===== config.mk =====
export PLATFORM = sky130hd
export DESIGN_NAME = acc_load_unit
export DESIGN_NICKNAME = d
export VERILOG_FILES = /design/src/rtl/acc_load_pkg.sv /design/src/rtl/acc_ea_gen.sv /design/src/rtl/acc_seq_fsm.sv /design/src/rtl/acc_load_unit.sv
export SDC_FILE = /design/constraint.sdc
export NUM_CORES = 1
export LEC_CHECK = 0
export ABC_AREA = 1
export ABC_CLOCK_PERIOD_IN_PS = 2400
export BUFFER_PORTS_ARGS = -buffer_cell sky130_fd_sc_hd__buf_2
export CAP_MARGIN = 5
export CORE_ASPECT_RATIO = 1.2
export CORE_MARGIN = 10
export CORE_UTILIZATION = 48
export DETAILED_ROUTE_END_ITERATION = 7
export MAX_ROUTING_LAYER = met4
export PLACE_DENSITY = 0.9
export SYNTH_ARGS = -nofsm -noshare
export SYNTH_HDL_FRONTEND = slang
export SYNTH_SLANG_ARGS = --single-unit

===== constraint.sdc =====
create_clock -name clk -period 2.4 [get_ports clk]
set_input_delay 0.36 -clock clk [delete_from_list [all_inputs] [get_ports clk]]
set_output_delay 0.36 -clock clk [all_outputs]
set_load 0.05 [all_outputs]

===== src/rtl/acc_load_pkg.sv =====
package acc_load_pkg;

  typedef enum logic [3:0] {
    AM_DIRECT   = 4'd0,
    AM_INDIRECT = 4'd1,
    AM_RELATIVE = 4'd2,
    AM_IMMED    = 4'd3,
    AM_INDEXED  = 4'd4,
    AM_REGISTER = 4'd5,
    AM_REG_IND  = 4'd6,
    AM_POSTINC  = 4'd7,
    AM_PREDEC   = 4'd8
  } amode_e;

  typedef enum logic [1:0] {
    ST_IDLE,
    ST_WAIT,
    ST_DATA
  } seq_state_e;

  localparam int MODE_W = 4;

endpackage


===== src/rtl/acc_ea_gen.sv =====
module acc_ea_gen
  import acc_load_pkg::*;
#(
  parameter int AW = 12,
  parameter int DW = 16
) (
  input  logic [MODE_W-1:0] mode,
  input  logic [AW-1:0]     field,
  input  logic [AW-1:0]     pc,
  input  logic [AW-1:0]     xr,
  input  logic [DW-1:0]     rval,
  output logic [AW-1:0]     ea,
  output logic              needs_mem,
  output logic              two_reads,
  output logic [DW-1:0]     direct_val,
  output logic              is_auto,
  output logic [DW-1:0]     wb_val,
  output logic              legal
);

  logic [AW-1:0] raddr;
  logic [AW-1:0] rinc;
  logic [AW-1:0] rdec;

  assign raddr = rval[AW-1:0];
  assign rinc  = raddr + AW'(1);
  assign rdec  = raddr - AW'(1);

  always_comb begin
    ea         = '0;
    needs_mem  = 1'b1;
    two_reads  = 1'b0;
    direct_val = '0;
    is_auto    = 1'b0;
    wb_val     = '0;
    legal      = 1'b1;
    case (mode)
      AM_DIRECT:   ea = field;
      AM_INDIRECT: begin
        ea        = field;
        two_reads = 1'b1;
      end
      AM_RELATIVE: ea = pc + field;
      AM_IMMED: begin
        needs_mem  = 1'b0;
        direct_val = DW'(field);
      end
      AM_INDEXED:  ea = field + xr;
      AM_REGISTER: begin
        needs_mem  = 1'b0;
        direct_val = rval;
      end
      AM_REG_IND:  ea = raddr;
      AM_POSTINC: begin
        ea      = raddr;
        is_auto = 1'b1;
        wb_val  = DW'(rinc);
      end
      AM_PREDEC: begin
        ea      = rdec;
        is_auto = 1'b1;
        wb_val  = DW'(rdec);
      end
      default: begin
        legal     = 1'b0;
        needs_mem = 1'b0;
      end
    endcase
  end

endmodule


===== src/rtl/acc_seq_fsm.sv =====
module acc_seq_fsm
  import acc_load_pkg::*;
#(
  parameter int AW = 12,
  parameter int DW = 16
) (
  input  logic          clk,
  input  logic          rst,
  input  logic          start,
  input  logic          legal,
  input  logic          needs_mem,
  input  logic          two_reads,
  input  logic [AW-1:0] ea,
  input  logic [DW-1:0] direct_val,
  input  logic          is_auto,
  input  logic [DW-1:0] wb_val,
  input  logic [DW-1:0] mem_rdata,
  output logic          mem_rd_en,
  output logic [AW-1:0] mem_addr,
  output logic          ld_en,
  output logic [DW-1:0] ld_val,
  output logic          done,
  output logic          illegal,
  output logic          wb_en,
  output logic [DW-1:0] wb_data
);

  seq_state_e    state;
  logic          second_q;
  logic          auto_q;
  logic [DW-1:0] wb_hold;
  logic          accept;

  assign accept = (state == ST_IDLE) && start;

  // Accumulator load decision, registered by the top on the same edge as done
  always_comb begin
    ld_en  = 1'b0;
    ld_val = mem_rdata;
    if (accept && legal && !needs_mem) begin
      ld_en  = 1'b1;
      ld_val = direct_val;
    end else if (state == ST_DATA && !second_q) begin
      ld_en = 1'b1;
    end
  end

  always_ff @(posedge clk) begin
    if (rst) begin
      state     <= ST_IDLE;
      second_q  <= 1'b0;
      auto_q    <= 1'b0;
      wb_hold   <= '0;
      mem_rd_en <= 1'b0;
      mem_addr  <= '0;
      done      <= 1'b0;
      illegal   <= 1'b0;
      wb_en     <= 1'b0;
      wb_data   <= '0;
    end else begin
      mem_rd_en <= 1'b0;
      done      <= 1'b0;
      illegal   <= 1'b0;
      wb_en     <= 1'b0;
      case (state)
        ST_IDLE: begin
          if (accept) begin
            if (!legal) begin
              done    <= 1'b1;
              illegal <= 1'b1;
            end else if (!needs_mem) begin
              done <= 1'b1;
            end else begin
              mem_rd_en <= 1'b1;
              mem_addr  <= ea;
              second_q  <= two_reads;
              auto_q    <= is_auto;
              wb_hold   <= wb_val;
              state     <= ST_WAIT;
            end
          end
        end
        ST_WAIT: state <= ST_DATA;
        ST_DATA: begin
          if (second_q) begin
            second_q  <= 1'b0;
            mem_rd_en <= 1'b1;
            mem_addr  <= mem_rdata[AW-1:0];
            state     <= ST_WAIT;
          end else begin
            done    <= 1'b1;
            wb_en   <= auto_q;
            wb_data <= wb_hold;
            state   <= ST_IDLE;
          end
        end
        default: state <= ST_IDLE;
      endcase
    end
  end

endmodule


===== src/rtl/acc_load_unit.sv =====
module acc_load_unit
  import acc_load_pkg::*;
#(
  parameter int AW = 12,
  parameter int DW = 16
) (
  input  logic              clk,
  input  logic              rst,
  input  logic              start,
  input  logic [MODE_W-1:0] mode,
  input  logic [AW-1:0]     field,
  input  logic [AW-1:0]     pc,
  input  logic [AW-1:0]     xr,
  input  logic [DW-1:0]     rval,
  output logic              mem_rd_en,
  output logic [AW-1:0]     mem_addr,
  input  logic [DW-1:0]     mem_rdata,
  output logic [DW-1:0]     acc,
  output logic              done,
  output logic              illegal,
  output logic              wb_en,
  output logic [DW-1:0]     wb_data
);

  logic [AW-1:0] ea;
  logic          needs_mem;
  logic          two_reads;
  logic [DW-1:0] direct_val;
  logic          is_auto;
  logic [DW-1:0] wb_val;
  logic          legal;
  logic          ld_en;
  logic [DW-1:0] ld_val;

  acc_ea_gen #(.AW(AW), .DW(DW)) u_ea (
    .mode       (mode),
    .field      (field),
    .pc         (pc),
    .xr         (xr),
    .rval       (rval),
    .ea         (ea),
    .needs_mem  (needs_mem),
    .two_reads  (two_reads),
    .direct_val (direct_val),
    .is_auto    (is_auto),
    .wb_val     (wb_val),
    .legal      (legal)
  );

  acc_seq_fsm #(.AW(AW), .DW(DW)) u_seq (
    .clk        (clk),
    .rst        (rst),
    .start      (start),
    .legal      (legal),
    .needs_mem  (needs_mem),
    .two_reads  (two_reads),
    .ea         (ea),
    .direct_val (direct_val),
    .is_auto    (is_auto),
    .wb_val     (wb_val),
    .mem_rdata  (mem_rdata),
    .mem_rd_en  (mem_rd_en),
    .mem_addr   (mem_addr),
    .ld_en      (ld_en),
    .ld_val     (ld_val),
    .done       (done),
    .illegal    (illegal),
    .wb_en      (wb_en),
    .wb_data    (wb_data)
  );

  always_ff @(posedge clk) begin
    if (rst)        acc <= '0;
    else if (ld_en) acc <= ld_val;
  end

endmodule


==> results.md <==
* DR vias at 5043
* Syn_area_per_cell at roughly 6.3 um^2
* Synth top area cells: dfxtp_1, nand2_1, inv_1
* Layout cells sized above 1 at 24.91%
* H-tree Lvls at 3
* Run status: finished clean
* Vias per cell at 5.482
* Main flop type after synthesis: dfxtp_1
* Core ar. at 8564 um^2
* Pwr Total at slightly below 0.003 W
* Initial Util at just under 50%
* Number of synthesized register bits at 60
* Detailed Place HPWL at 11340 um
* Placed cell area at 5021 um^2
* EDFF count, synth at 0
* Synth Area in XOR/XNOR at 0%
* Post-Synth Adder-Cell Area at between 4 and 5%
* Critical path required time at 2640 ps
* I/O pin cnt at 123
* Main combinational cell family by area after synthesis: simple AND/OR/NAND/NOR gates
* Fin crit share at 91.74%
* Worst setup SP type: input pin
* Simple-Gate Fraction of Synth Area at between 30% and 40%
* Chip Width at 105.3 um
* Hold crit path type: in -> reg
* PwrDens at 548.5 nW/um^2
* # diodes at 0
* Sequential share of the synthesized area at 28.66%
* First-pass GRT wire length at 22780 um
* Final WL at 14270 um
* Initial antenna violation count at 0
* Fin Hold WS at 298.9 ps
* Total GRT Usage at 21.94%
* # nets final at 887
* Wire length per cell at 15.51 um
* Drt drc at 0
* Met1 Track Usage GR at 24.31%
* Routed Antenna Nets at 0
* Setup CP Type: in -> reg
* GP Congestion at 0.9946
* Setup crit end kind: register
* CTS tree: done
* Most frequent cells in the layout: nand2_1, buf_2, inv_1, nor2_1, dfxtp_1
* Fraction of the mapped netlist area in compound gates at 17.91%
* GRT Max-Usage Layer: met2
* Total gr overflow at 0
* Design area at about 5300 um^2
* Detailed Routing Iterations Pass 1 at 5
* Setup ws final at around 200 ps
* Multiplexer area fraction after synthesis at 2.687%
* Maxcap violations at 0
* Port Buffers at approximately 120
* Total CTS buffers at 9
* RSZ-0062 raised after global routing: no
* Row cnt at 37
* Final hold vios at 0
* Worst skew pair latency at roughly 350 ps
* Count of final setup violators at 0
* Fmax at 454.2 MHz
* Routing usage on met3 at under 10%
* Max clock buf depth at 2
* Synthesized cell area at 4192 um^2
* Biggest area consumer among synthesized cells: dfxtp_1
* Area delta synth->final at 25.73%
* CTS Root Cell: clkbuf_8
* Vias in the first global route at 4777
* M2 GR Usage at 36.45%
* Layout Skew at approximately 9.0 ps
* Lkg Pwr at 2.719 nW
* Die H at 122.4 um
* Sink Count at 60
* Clock Pin Slew Worst Setup and Hold Paths at ~80 ps
* Worst Path Arrival at 2440 ps
* Pre-CTS WS at -180.3 ps
* Post-synth top area share at 28.66%
* Fillcell total at 801
* Commonest non-fill, non-tap cell in the layout: nand2_1
* Initial detailed-routing violation count at approximately 530
* Critical path fanouts, max at 12
* Final Max Slew Viols at 0
* Worst VDD drop at 0.3339 mV
* Largest net degree at the start of global routing at 42
* Die area at 12890 um^2
* YS warnings at 0
* Distinct cells, synth at 38
* Clock period minus worst slack at 2202 ps
* Syn Inst Count at 663
* CTS hold repair buffers at 0
* FFs w/ async S/R, synth at 0%
* Final core occ at 61.53%
flip-flops by register name, summed over array words and instances, names as in the netlist:
| signal | cells |
|---|---|
| u_seq.wb_data | 12 |
| u_seq.done | 1 |
| u_seq.mem_rd_en | 1 |
| u_seq.illegal | 1 |
| u_seq.state | 2 |
| u_seq.second_q | 1 |
| u_seq.auto_q | 1 |
| u_seq.wb_hold | 12 |
| u_seq.wb_en | 1 |
| acc | 16 |
| u_seq.mem_addr | 12 |
synthesized netlist by cell type (7+ instances only):
| master | n |
|---|---|
| o21ai_1 | 8 |
| dfxtp_1 | 60 |
| a21oi_1 | 41 |
| nand2_1 | 173 |
| ha_1 | 13 |
| o22ai_1 | 12 |
| inv_1 | 79 |
| nor2_1 | 68 |
| a31oi_1 | 20 |
| nand3_1 | 58 |
| nor3_1 | 7 |
| clkbuf_1 | 12 |
| mux2_2 | 10 |
| buf_4 | 7 |
| o21ai_0 | 44 |
per-layer routing:
| metal | routed length (um) | part of all wire (%) | vias up |
|---|---|---|---|
| met3 | 1009 | 7.1 | 58 |
| li1 | - | - | 2454 |
| met4 | 745 | 5.2 | 0 |
| met2 | 6776 | 47 | 280 |
| met5 | 0 | 0 | - |
| met1 | 5738 | 40 | 2251 |
worst paths after layout:
path / from / end / slack [ps] / depth (start not counted)
setup / recovery: mode[2] / u_seq.mem_addr[5]$_SDFFE_PP0P_ / 200 / 15
hold / removal: mem_rdata[6] / acc[6]$_SDFFE_PP0P_ / 300 / 3
setup reg to reg: u_seq.state[1]$_SDFFE_PP0P_ / u_seq.wb_data[10]$_SDFFE_PP0P_ / 660 / 5
hold reg to reg: u_seq.state[0]$_SDFFE_PP0P_ / u_seq.state[1]$_SDFFE_PP0P_ / 450 / 2
worst max-delay path, cell delays in order:
cell	delay, ps
buf_2	100
inv_1	100
nor2_4	40
nand2_2	80
buf_12	150
mux2_2	340
ha_1	340
nand3_1	90
nand3_1	170
a21oi_1	110
or2_2	290
nand3_1	80
nand2_1	70
nand2_1	60
a21oi_1	60
through the flow:
| stage | cells | setup TNS (ps) |
|---|---|---|
| final | 920 | 0 |
| after global routing | 920 | 0 |
| after CTS | 920 | 0 |
| after detailed placement | 904 | -1055 |
| after global placement | 904 | -739.4 |
| after floorplan | 666 | 0 |
final cells by class:
| cell class | instances | area [um^2] | area share (%) |
|---|---|---|---|
| flip-flops and latches | 60 | 1201 | 22.79 |
| multi-input cells | 499 | 2581 | 48.98 |
| repair buffers | 147 | 820.8 | 15.57 |
| inverters | 81 | 304.0 | 5.769 |
| well taps | 117 | 146.4 | 2.778 |
| clock buffers | 11 | 141.4 | 2.683 |
| clock inverters | 5 | 75.07 | 1.425 |
what timing repair did:
action                     CTS  global route
gates resized for setup      0             6
setup endpoints to repair    0             2
buffers inserted             0             0
power breakdown:
part           leakage, nW  switching, W  internal, W
clock                0.113      0.000415     0.000608
combinational         2.12      0.000525     0.000270
sequential           0.488     0.0000259      0.00105
total                 2.72      0.000965      0.00193
kinds of logic (layout without fill, tap and decap cells):
logic type	Yosys count	in the layout
AO/OA/AOI/OAI	135	135
adder cells (fa/ha/maj)	14	14
buffers and inverters	107	244
flip-flops	60	60
multiplexers	10	10
other	1	4
AND/OR/NAND/NOR	336	336
No activity file was read; power rests on OpenSTA's default activity.
